$ cat src/rtl/dqd_pkg.sv
package dqd_pkg;
  localparam int CW     = 16;               // coefficient and factor width
  localparam int EW     = 8;                // end-of-block count width
  localparam int NPOS   = 16;               // coefficients per sub-block
  localparam int NSUB   = 16;               // sub-blocks per run (maximum)
  localparam int POS_W  = $clog2(NPOS);
  localparam int SUB_W  = $clog2(NSUB);
  localparam int PAIR_W = $clog2(NSUB / 2);
  localparam int ADDR_W = $clog2(NSUB * NPOS);
  localparam int ROW_W  = 4;
  localparam int COL_W  = 4;

  typedef enum logic [2:0] {
    ST_IDLE  = 3'd0,
    ST_EVAL  = 3'd1,
    ST_FETCH = 3'd2,
    ST_CMD   = 3'd3,
    ST_WAIT  = 3'd4
  } dqd_state_e;

  // signed product kept to the coefficient width (wraps)
  function automatic logic [CW-1:0] dq_mul(input logic signed [CW-1:0] c,
                                           input logic signed [CW-1:0] f);
    logic signed [2*CW-1:0] p;
    p = c * f;
    return p[CW-1:0];
  endfunction

  // round-half-up division by 8 on a signed value
  function automatic logic [CW-1:0] dc_round(input logic [CW-1:0] v);
    logic signed [CW:0] s;
    logic signed [CW:0] sh;
    s  = $signed({v[CW-1], v}) + $signed((CW+1)'(4));
    sh = s >>> 3;
    return sh[CW-1:0];
  endfunction

  function automatic logic needs_full(input logic [EW-1:0] e0,
                                      input logic [EW-1:0] e1);
    return (e0 > EW'(1)) || (e1 > EW'(1));
  endfunction
endpackage

$ cat src/rtl/dqd_pair_geom.sv
module dqd_pair_geom
  import dqd_pkg::*;
#(
  parameter int LUMA_PAIRS   = 8,
  parameter int CHROMA_PAIRS = 4
) (
  input  logic [PAIR_W-1:0] pair_idx,
  input  logic              chroma,
  output logic [SUB_W-1:0]  eob_sel0,
  output logic [SUB_W-1:0]  eob_sel1,
  output logic [ADDR_W-1:0] base,
  output logic [1:0]        plane,
  output logic [ROW_W-1:0]  row,
  output logic [COL_W-1:0]  col,
  output logic              last
);
  localparam int PAIR_SPAN_SH = POS_W + 1;

  always_comb begin
    eob_sel0 = SUB_W'({pair_idx, 1'b0});
    eob_sel1 = SUB_W'({pair_idx, 1'b1});
    base     = ADDR_W'(pair_idx) << PAIR_SPAN_SH;
    if (chroma) begin
      plane = pair_idx[1] ? 2'd2 : 2'd1;
      row   = pair_idx[0] ? ROW_W'(4) : '0;
      col   = '0;
      last  = (pair_idx == PAIR_W'(CHROMA_PAIRS - 1));
    end else begin
      plane = 2'd0;
      row   = ROW_W'(pair_idx >> 1) << 2;
      col   = pair_idx[0] ? COL_W'(8) : '0;
      last  = (pair_idx == PAIR_W'(LUMA_PAIRS - 1));
    end
  end
endmodule

$ cat src/rtl/dqd_fetch.sv
module dqd_fetch
  import dqd_pkg::*;
(
  input  logic               clk,
  input  logic               rst_n,
  input  logic               go,
  input  logic               full_in,
  input  logic [ADDR_W-1:0]  base_in,
  input  logic [NPOS*CW-1:0] dq_flat,
  output logic               rd_en,
  output logic [ADDR_W-1:0]  rd_addr,
  input  logic [CW-1:0]      rd_data,
  output logic               wr_en,
  output logic [ADDR_W-1:0]  wr_addr,
  output logic               coef_valid,
  output logic               coef_blk,
  output logic [POS_W-1:0]   coef_idx,
  output logic [CW-1:0]      coef_data,
  output logic               run_full,
  output logic               finished
);
  localparam int CNT_W = POS_W + 1;
  localparam logic [CNT_W-1:0] LAST_FULL = '1;
  localparam logic [CNT_W-1:0] LAST_DC   = CNT_W'(1);

  logic              active_q, full_q;
  logic [CNT_W-1:0]  cnt_q;
  logic [ADDR_W-1:0] base_q;
  logic              ret_v_q, ret_blk_q, ret_full_q, ret_last_q;
  logic [POS_W-1:0]  ret_idx_q;
  logic [ADDR_W-1:0] ret_addr_q;

  logic              cur_blk, cur_last;
  logic [POS_W-1:0]  cur_idx;
  logic [CW-1:0]     factor, product;

  always_comb begin
    cur_blk  = full_q ? cnt_q[CNT_W-1] : cnt_q[0];
    cur_idx  = full_q ? cnt_q[POS_W-1:0] : '0;
    cur_last = (cnt_q == (full_q ? LAST_FULL : LAST_DC));
    rd_en    = active_q;
    rd_addr  = base_q + ADDR_W'({cur_blk, cur_idx});
  end

  always_ff @(posedge clk) begin
    if (!rst_n) begin
      active_q <= 1'b0;
      cnt_q    <= '0;
      full_q   <= 1'b0;
      base_q   <= '0;
    end else if (go) begin
      active_q <= 1'b1;
      cnt_q    <= '0;
      full_q   <= full_in;
      base_q   <= base_in;
    end else if (active_q) begin
      cnt_q <= cnt_q + CNT_W'(1);
      if (cur_last) active_q <= 1'b0;
    end
  end

  always_ff @(posedge clk) begin
    if (!rst_n) begin
      ret_v_q    <= 1'b0;
      ret_last_q <= 1'b0;
      ret_blk_q  <= 1'b0;
      ret_full_q <= 1'b0;
      ret_idx_q  <= '0;
      ret_addr_q <= '0;
    end else begin
      ret_v_q    <= active_q;
      ret_last_q <= active_q && cur_last;
      ret_blk_q  <= cur_blk;
      ret_full_q <= full_q;
      ret_idx_q  <= cur_idx;
      ret_addr_q <= rd_addr;
    end
  end

  always_comb begin
    factor     = dq_flat[ret_idx_q*CW +: CW];
    product    = dq_mul(rd_data, factor);
    coef_data  = ret_full_q ? product : dc_round(product);
    coef_valid = ret_v_q;
    coef_blk   = ret_blk_q;
    coef_idx   = ret_idx_q;
    wr_en      = ret_v_q;
    wr_addr    = ret_addr_q;
    finished   = ret_v_q && ret_last_q;
    run_full   = full_q;
  end
endmodule

$ cat src/rtl/dqd_dispatch.sv
module dqd_dispatch
  import dqd_pkg::*;
#(
  parameter int LUMA_PAIRS   = 8,
  parameter int CHROMA_PAIRS = 4
) (
  input  logic               clk,
  input  logic               rst_n,
  input  logic               start,
  input  logic               chroma,
  input  logic [NSUB*EW-1:0] eob_flat,
  input  logic [NPOS*CW-1:0] dq_flat,
  output logic               coef_rd_en,
  output logic [ADDR_W-1:0]  coef_rd_addr,
  input  logic [CW-1:0]      coef_rd_data,
  output logic               coef_wr_en,
  output logic [ADDR_W-1:0]  coef_wr_addr,
  output logic [CW-1:0]      coef_wr_data,
  output logic               xf_coef_valid,
  output logic               xf_coef_blk,
  output logic [POS_W-1:0]   xf_coef_idx,
  output logic [CW-1:0]      xf_coef_data,
  output logic               xf_cmd_valid,
  output logic               xf_cmd_full,
  output logic [1:0]         xf_cmd_plane,
  output logic [ROW_W-1:0]   xf_cmd_row,
  output logic [COL_W-1:0]   xf_cmd_col,
  input  logic               xf_done,
  output logic               done
);
  dqd_state_e        state_q;
  logic [PAIR_W-1:0] pair_q;
  logic              chroma_q, full_q, done_q;

  logic [SUB_W-1:0]  eob_sel0, eob_sel1;
  logic [ADDR_W-1:0] pair_base;
  logic              pair_last;
  logic [EW-1:0]     eob0_w, eob1_w;

  // named events for the checker
  logic pair_live_w, pair_full_w, fetch_go_w, fetch_fin_w, fetch_full_w;
  logic advance_w, finish_w;

  dqd_pair_geom #(
    .LUMA_PAIRS  (LUMA_PAIRS),
    .CHROMA_PAIRS(CHROMA_PAIRS)
  ) u_geom (
    .pair_idx(pair_q),
    .chroma  (chroma_q),
    .eob_sel0(eob_sel0),
    .eob_sel1(eob_sel1),
    .base    (pair_base),
    .plane   (xf_cmd_plane),
    .row     (xf_cmd_row),
    .col     (xf_cmd_col),
    .last    (pair_last)
  );

  always_comb begin
    eob0_w      = eob_flat[eob_sel0*EW +: EW];
    eob1_w      = eob_flat[eob_sel1*EW +: EW];
    pair_live_w = (eob0_w != '0) || (eob1_w != '0);
    pair_full_w = needs_full(eob0_w, eob1_w);
    fetch_go_w  = (state_q == ST_EVAL) && pair_live_w;
    advance_w   = ((state_q == ST_EVAL) && !pair_live_w) ||
                  ((state_q == ST_WAIT) && xf_done);
    finish_w    = advance_w && pair_last;
  end

  dqd_fetch u_fetch (
    .clk       (clk),
    .rst_n     (rst_n),
    .go        (fetch_go_w),
    .full_in   (pair_full_w),
    .base_in   (pair_base),
    .dq_flat   (dq_flat),
    .rd_en     (coef_rd_en),
    .rd_addr   (coef_rd_addr),
    .rd_data   (coef_rd_data),
    .wr_en     (coef_wr_en),
    .wr_addr   (coef_wr_addr),
    .coef_valid(xf_coef_valid),
    .coef_blk  (xf_coef_blk),
    .coef_idx  (xf_coef_idx),
    .coef_data (xf_coef_data),
    .run_full  (fetch_full_w),
    .finished  (fetch_fin_w)
  );

  always_ff @(posedge clk) begin
    if (!rst_n) begin
      state_q  <= ST_IDLE;
      pair_q   <= '0;
      chroma_q <= 1'b0;
      full_q   <= 1'b0;
      done_q   <= 1'b0;
    end else begin
      done_q <= finish_w;
      unique case (state_q)
        ST_IDLE: if (start) begin
          chroma_q <= chroma;
          pair_q   <= '0;
          state_q  <= ST_EVAL;
        end
        ST_EVAL: if (pair_live_w) begin
          full_q  <= pair_full_w;
          state_q <= ST_FETCH;
        end
        ST_FETCH: if (fetch_fin_w) state_q <= ST_CMD;
        ST_CMD:   state_q <= ST_WAIT;
        ST_WAIT:  ;
        default:  state_q <= ST_IDLE;
      endcase
      if (advance_w) begin
        if (pair_last) state_q <= ST_IDLE;
        else begin
          pair_q  <= pair_q + PAIR_W'(1);
          state_q <= ST_EVAL;
        end
      end
    end
  end

  always_comb begin
    coef_wr_data = '0;
    xf_cmd_valid = (state_q == ST_CMD);
    xf_cmd_full  = full_q;
    done         = done_q;
  end
endmodule

$ cat config.mk
export PLATFORM = sky130hd
export DESIGN_NAME = dqd_dispatch
export DESIGN_NICKNAME = d
export VERILOG_FILES = /design/src/rtl/dqd_pkg.sv /design/src/rtl/dqd_pair_geom.sv /design/src/rtl/dqd_fetch.sv /design/src/rtl/dqd_dispatch.sv
export SDC_FILE = /design/constraint.sdc
export NUM_CORES = 1
export LEC_CHECK = 0
export BUFFER_PORTS_ARGS = -buffer_cell sky130_fd_sc_hd__buf_2
export CAP_MARGIN = 20
export CORE_AREA = 3 3 184 186
export CTS_BUF_LIST = sky130_fd_sc_hd__clkbuf_2 sky130_fd_sc_hd__clkbuf_4 sky130_fd_sc_hd__clkbuf_8
export DETAILED_ROUTE_END_ITERATION = 16
export DIE_AREA = 0 0 187 189
export SLEW_MARGIN = 20
export SYNTH_ARGS = -nofsm -noshare
export SYNTH_HDL_FRONTEND = slang
export SYNTH_SLANG_ARGS = --single-unit
$ cat constraint.sdc
create_clock -name clk -period 9.3 [get_ports clk]
set_input_delay 0.465 -clock clk [delete_from_list [all_inputs] [get_ports clk]]
set_output_delay 0.465 -clock clk [all_outputs]
set_load 0.01 [all_outputs]
# Word-level counts from Yosys, hierarchy flattened
# Cells that the tools add are included.
# Widths: inputs -> output; s select.
[totals] reg_bits=35 input_bits=405 out_inout_bits=69 elab_cells=78
[classes] n_addsub=4 mul=1 order_cmp=2 n_eq_ne=11 shift=3 muxes=24 bitwise_logic=1 n_reduce_logical=17
[ops] cell="$shiftx 128x8->8" n=2
[ops] cell="$shiftx 256x9->16" n=1
[ops] cell="$mux 3" n=9
[ops] cell="$add 16x4->17 const B" n=1
[ops] cell="$gt 8x1->1 const B" n=2
[ops] cell="$mul 16x16->16" n=1
[ops] cell="$mux 16" n=1
[ops] cell="$mux 4" n=4
[ops] cell="$reduce_bool 8->1" n=2
[ops] cell="$pmux 3 s5" n=1
[ops] cell="$eq 3x2->1 const B" n=3
[ops] cell="$ne 3x3->1 const B" n=3
[ops] cell="$add 8x5->8" n=1
[ops] cell="$eq 3x3->1 const B" n=2
[ops] cell="$logic_and 1x1->1" n=6
[ops] cell="$mux 1" n=6
[ops] cell="$add 5x1->5 const B" n=1
[ops] cell="$eq 5x5->1" n=1
[ops] cell="$mux 5" n=1
[ops] cell="$mux 2" n=2
[ops] cell="$reduce_and 2->1" n=2
[ops] cell="$reduce_and 4->1" n=1
[ops] cell="$add 3x1->3 const B" n=1
[ops] cell="$eq 3x1->1 const B" n=1
[ops] cell="6 further kinds" n=8

# Logic depth before layout (Yosys ltp)
# Gate-level depths: netlist of run 1.
[depth] ltp_word=8 depth_mapped=32 ltp_nobuf=26

# Cells and area by module
# Synthesis of run 1 repeated with hierarchy kept, for this count alone.
[unflattened] cells_unflattened=1086 hier_area_um2=10043.4
[modules_own_cells] module="dqd_fetch" instances=1 cells_each=819 area_each_um2=7891.3 seq_area_each_um2=620.6
[modules_own_cells] module="dqd_dispatch" instances=1 cells_each=237 area_each_um2=1926.8 seq_area_each_um2=180.2
[modules_own_cells] module="dqd_pair_geom" instances=1 cells_each=30 area_each_um2=225.2 seq_area_each_um2=0.0

# Worst setup path after synthesis of run 1
# Ideal clock, no wire load.
[synth_path] kind="flip-flop to output port" start="register, netlist name u_fetch.wr_addr[2]" end="output xf_coef_data[12]" arrival_time_ns=7.209 required_ns=8.835 path_slack_ns=1.626 path_stages_with_launch=30 n_path_buf=5 cell_sequence="dfxtp_1 > buf_2 > buf_2 > buf_2 > buf_2 > mux2_2 > nand2_1 > o21ai_1 > clkbuf_1 > and2_1 > fa_1 > inv_1 > fa_1 > fa_1 > inv_1 > ha_1 > fa_1 > inv_1 > fa_1 > inv_1 > ha_1 > nand2_1 > a211oi_1 > a2111oi_0 > o21bai_1 > a21oi_1 > xor2_1 > nor2_1 > and4b_1 > a211o_1"
[synth_rtl] item="end: declaration" line_no="dqd_dispatch.sv:22" source="output logic [CW-1:0] xf_coef_data,"

==> results of run 1 <==
-- power by group through the flow --
stage          sequential [mW]  combinational [mW]  clock [mW]
6_report                 0.135                2.57       0.114
5_1_grt                  0.135                2.90       0.125
4_1_cts                  0.135                2.62       0.123
3_5_place_dp             0.137                2.60           0
3_3_place_gp             0.137                2.60           0
2_1_floorplan            0.134                1.81           0
-- how the worst max path moves through the flow --
| stage | start | end | slack, ps |
|---|---|---|---|
| 2_1_floorplan | u_fetch.wr_addr[2] | xf_coef_data[12] | 1630 |
| 3_3_place_gp | u_fetch.wr_addr[1] | xf_coef_data[12] | 1150 |
| 3_5_place_dp | u_fetch.wr_addr[1] | xf_coef_data[13] | 990 |
| 4_1_cts | u_fetch.wr_addr[1] | xf_coef_data[13] | 660 |
| 5_1_grt | u_fetch.wr_addr[0] | xf_coef_data[14] | 240 |
| 6_report | u_fetch.wr_addr[1] | xf_coef_data[13] | 730 |
-- final cells by class --
type	count	area (um^2)	share of cell area [%]
Antenna cell	8	20.02	0.1797
Timing Repair Buffer	460	2322	20.84
Clock buffer	6	82.58	0.7411
Clock inverter	2	13.76	0.1235
Tap cell	442	553.0	4.963
Sequential cell	29	586.8	5.266
Inverter	163	611.8	5.491
Multi-Input combinational cell	702	6953	62.40
-- sequential cells by signal, indices dropped and copies added, names as in the netlist --
| signal | cells |
|---|---|
| state_q | 3 |
| chroma_q | 1 |
| xf_cmd_full | 1 |
| done | 1 |
| u_fetch.ret_full_q | 1 |
| u_fetch.wr_addr | 8 |
| u_fetch.cnt_q | 5 |
| u_fetch.rd_en | 1 |
| u_fetch.ret_last_q | 1 |
| pair_q | 3 |
| u_fetch.base_q | 3 |
| u_fetch.coef_valid | 1 |
-- cells in the mapped netlist, types with 12 or more instances --
cell type,n
inv_1,161
nand2_1,83
fa_1,79
ha_1,68
and2_1,65
mux4_2,65
nor2_1,60
buf_4,34
xnor2_1,32
dfxtp_1,29
mux2i_1,26
clkbuf_1,24
nor3_1,19
a21oi_1,16
nor2b_1,14
nor4_1,14
xor2_1,14
nand2b_1,12
-- metal layers --
| layer | track usage [%] | vias up | part of all wire, % |
|---|---|---|---|
| li1 | - | 3961 | - |
| met1 | 24.94 | 4151 | 42 |
| met2 | 30.30 | 337 | 48 |
| met3 | 3.925 | 32 | 8.0 |
| met4 | 3.518 | 8 | 1.4 |
| met5 | 0 | - | 0.15 |
-- critical path, delay by kind of cell (launching register included) --
kind	cells	cell delay [ps]
fa+ha+maj	7	3190
mux	2	1250
simple gates	5	980
compound gates	3	870
flops	1	830
buf+inv	6	460
xor+xnor	1	210
-- per-stage QoR --
stage          utilization (%)  hold WS, ps  instance area (um^2)  instances
2_1_floorplan                -        482.3                  8562        966
3_3_place_gp             33.98        483.2                 11030       1796
3_5_place_dp             33.98        491.3                 11030       1796
4_1_cts                  34.27        464.3                 11120       1804
5_1_grt                  34.29        481.5                 11130       1806
6_report                 34.34        469.9                 11140       1812
-- kinds of logic after synthesis --
group	after synthesis
buffers and inverters	235
XOR/XNOR	51
flip-flops	29
AO/OA/AOI/OAI	69
multiplexers	104
AND/OR/NAND/NOR	310
adder cells (fa/ha/maj)	147
other	1
==> run metrics, run 1 <==
status finished clean; largest cells by area after synthesis fa_1 (19%), mux4_2 (17%), ha_1 (10%); Final ANT Viol Nets 0; grt total ovfl 0; RR Startpoint pair_q[0]; mean cell area of the mapped netlist 8.971 um^2; kind of end point of the critical path output port; R2R depth 10; Starting Density 26.15%; leading area contributor after synthesis fa_1; post-synthesis sequential area ratio 6.841%; main combinational cell family by area after synthesis adder cells; max incr delay on CP 830 ps; die width 187 um; Rows 66; Skew-Pair Late Insertion Delay 280 ps; leakage 5.568 nW; post-place setup slack 987.3 ps; Placer Congestion 0.8740; largest fanout on the critical path 49; Die ar. 0.03534 mm^2; Final period util 92.15%; largest net degree at the start of global routing 50; commonest non-fill, non-tap cell in the layout buf_2; Tightest Pin Transition 969.6 ps; vias in the first global route 8767; PostCTS Resize Cnt 0; CTS Root Cell clkbuf_8; Post-CTS Setup Bufs 0; Die Span Y 189 um; HPWL Detailed 30.23 mm; DRT iter0 DRCs 420; gr usage total 18.32%; Hold Path Depth 3; Hold-fix buffers, CTS 0; Ports 474; Main synth FF type dfxtp_1; CP Cell Sequence mux4_2, mux4_2, and2_1, fa_1, inv_1, fa_1, fa_1, inv_1, ha_1, fa_1, inv_1, fa_1, inv_1, ha_1, nand2_1, a211oi_1, a2111oi_0, xnor2_1, inv_1, nand3_1, nor3_1, nand2_1, a22o_1, buf_2; Clk pwr share 4.1%; Power Density 252.6 mW/mm^2; Post-synth EDFFs 0; cell count after synthesis 946; IO buf count 452; most frequent cells in the layout buf_2 (452), inv_1 (161), nand2_1 (83), fa_1 (79), ha_1 (68); Synth Area in Adders 28.66%; DRT Wirelength 34.29 mm; synthesized flop and latch total 29; FMAX 116.7 MHz; Sequential Power Share 4.8%; Synth Area in Simple Gates 18.56%; Max-slew headroom 35.27%; P&R area growth vs syn 31.30%; IR drop worst, VDD 0.4107 mV; Pint 1.333 mW; total power draw 2.815 mW; layout cells sized above 1 40.46%; max_cap viols 0; area share of the largest cell type after synthesis 18.63%; Final nets 1913; Synth Area in XOR/XNOR 6.074%; FFs w/ async S/R, synth 0%; Reg2Reg Setup Slack 6190 ps; RSZ-0062 raised after global routing false; CTS tree yes; WHS Endpoint chroma_q; worst hold path type in2reg; HP Start chroma; setup TNS 0 ps; Residual DRC 0; slowest CP cell dfxtp_4; routed vias/inst 4.685; Slew Limit Fails 0; Synth Warn # 0; final setup slack of the worst path 730.5 ps; Avg WL per Cell 18.92 um; H-tree level count 2; Setup Viol. Count Final 0; post-synth cell types 62; clock buffer depth 2; Clk pin slew, worst setup/hold paths 70 ps; Synth Area in Compound Gates 5.307%; Combinational Power Share 91.2%; Final Hold Vio Count 0; skew final 2.494 ps; Num CTS Buffers 5; critical path arrival 8100 ps; post-synthesis mux area share 22.39%; Switching Share 52.66%; CP Data Required Time 8840 ps; fillers 3409; CTS Sinks 29; core area 0.03245 mm^2; antenna violations before repair 12; Critical R2R Capture pair_q[2]; CP Class reg2out; CP Launch Type flop; Final Critical Period 8570 ps; total net switching power 1.482 mW; via count 8489; first-pass GRT wire length 50.43 mm; Syn Std Cell Area 0.008487 mm^2; router iterations before antenna repair 5
Power figures use the tool's default switching activity.
==> run 2: changes to the inputs <==
==> constraint.sdc (replaced) <==
create_clock -name clk -period 9.3 [get_ports clk]
set_input_delay 0 -clock clk [delete_from_list [all_inputs] [get_ports clk]]
set_output_delay 0 -clock clk [all_outputs]
set_load 0.01 [all_outputs]
==> run metrics, run 2 (synthesized netlist as in run 1, its figures left out) <==
Residual DRC 0 (unchanged); final std cells w/o fill 1806 (-0.33%); Die Span Y 189 um (unchanged); FMAX 121.8 MHz (+4.4%); largest net degree at the start of global routing 45 (-10%); Final nets 1915 (+0.10%); CP Data Required Time 9300 ps (+460 ps); CTS tree yes; Die ar. 0.03534 mm^2 (unchanged); IR drop worst, VDD 0.4753 mV (+16%); DRT iter0 DRCs 444 (+5.7%); Avg WL per Cell 18.91 um (about the same); CP Class reg2out; status finished clean; ANT cells 0 (-8); Slew Limit Fails 0 (unchanged); Ports 474 (unchanged); max reg flops 8 (unchanged); clock buffer depth 2 (unchanged); Final Critical Period 8208 ps (-361.4 ps); via count 8505 (+0.19%); layout cells sized above 1 40.47% (about the same); HPWL Detailed 29.90 mm (-1.1%); Hold-fix buffers, CTS 1 (+1); critical path arrival 8210 ps (+110 ps); Setup Viol. Count Final 0 (unchanged); Placer Congestion 0.8682 (-0.66%); total power draw 2.853 mW (+1.4%); kind of end point of the critical path output port; leakage 5.587 nW (+0.35%); Num CTS Buffers 5 (unchanged); worst hold path type in2reg; Skew-Pair Late Insertion Delay 280 ps (about the same); P&R area growth vs syn 31.53%; CTS Sinks 29 (unchanged); CP Launch Type flop; first-pass GRT wire length 50.55 mm (+0.23%); grt total ovfl 0 (unchanged); vias in the first global route 8704 (-0.72%); Clk pin slew, worst setup/hold paths 70 ps (about the same); PostCTS Resize Cnt 0 (unchanged); Starting Density 26.15% (unchanged); final setup slack of the worst path 1092 ps (+361.4 ps); post-place setup slack 1348 ps (+360.3 ps); routed vias/inst 4.709 (+0.52%); Final ANT Viol Nets 0 (unchanged); Tightest Pin Transition 1029 ps (+58.98 ps); RSZ-0062 raised after global routing false; router iterations before antenna repair 6 (+1); largest fanout on the critical path 44 (-10%); antenna violations before repair 5 (-7); Power Density 255.5 mW/mm^2 (+1.2%); Final period util 88.26% (-3.9 points); Rows 66 (unchanged); setup TNS 0 ps (unchanged); Final Hold Vio Count 0 (unchanged); DRT Wirelength 34.15 mm (-0.40%); commonest non-fill, non-tap cell in the layout buf_2; die width 187 um (unchanged); core area 0.03245 mm^2 (unchanged); CTS Root Cell clkbuf_8; most frequent cells in the layout buf_2 (452), inv_1 (161), nand2_1 (83), fa_1 (79), ha_1 (68); Post-CTS Setup Bufs 0 (unchanged); Placed Cells 1797 (+0.056%); gr usage total 18.37% (+0.054 points); skew final 4.196 ps (+1.702 ps); hold_ws 56.44 ps (-413.4 ps); max_cap viols 0 (unchanged); H-tree level count 2 (unchanged); IO buf count 452 (unchanged); Max-slew headroom 29.47% (-5.8 points)
[run 2: changes by cell type in the layout (fill, tap and decap cells not counted)]
| cell | change |
|---|---|
| buf_4 | +1 |
| inv_4 | +1 |
| clkinv_4 | -1 |
| dlygate4sd3_1 | +1 |
| bufinv_16 | +1 |
| clkinv_2 | -1 |
| diode_2 | -8 |
[run 2: metrics by stage]
| stage | utilization, % | instance area, um^2 |
|---|---|---|
| final | 34.40 | 11160 |
| after detailed placement | 34.00 | 11030 |
| after floorplan | - | 8562 |
| after global routing | 34.40 | 11160 |
| after CTS | 34.40 | 11160 |
| after global placement | 34.00 | 11030 |
[run 2: worst paths after layout]
path | cells after the start | to | slack [ps] | startpoint
worst min-delay path | 3 | state_q[2] | 60 | xf_done
worst min register to register | 1 | u_fetch.wr_addr[5] | 500 | u_fetch.base_q[5]
worst max register to register | 10 | pair_q[2] | 6260 | pair_q[0]
worst max-delay path | 26 | xf_coef_data[14] | 1090 | u_fetch.wr_addr[1]
[run 2: critical path: stages, from the launching register on]
cell	delay [ps]
dfxtp_4	790
buf_4	340
mux4_2	510
mux2i_1	140
mux2i_1	360
and2_1	320
fa_1	510
inv_1	50
fa_1	460
fa_1	530
inv_1	40
ha_1	280
fa_1	490
inv_1	60
fa_1	530
inv_1	50
ha_1	350
nand2_1	90
a211oi_1	50
a2111oi_0	590
xnor2_1	220
inv_1	140
nand3_1	130
nor3_1	400
nand2_1	130
a22o_1	200
buf_2	130
[run 2: report_power, final]
group / switching [mW] / total (mW) / internal, mW / leakage [nW]
Clock: 0.0545 / 0.142 / 0.0873 / 0.0617
Combinational: 1.43 / 2.58 / 1.14 / 5.29
Sequential: 0.00745 / 0.134 / 0.127 / 0.237
Total: 1.50 / 2.85 / 1.36 / 5.59
[run 2: cell type report]
class	count	area, um^2
Fill cell	3459	21290
Multi-Input combinational cell	702	6953
Timing Repair Buffer	462	2340
Inverter	163	611.8
Sequential cell	29	586.8
Tap cell	442	553.0
Clock buffer	6	82.58
Clock inverter	2	36.28
[run 2: layer usage]
metal  vias to the layer above  global-route usage, %  wire length (um)
met4                         2                  3.751               690
met3                        38                  2.388              2003
met2                       332                  30.57             16390
li1                       3959                      -                 -
met5                         -                      0                13
met1                      4174                  25.74             15050
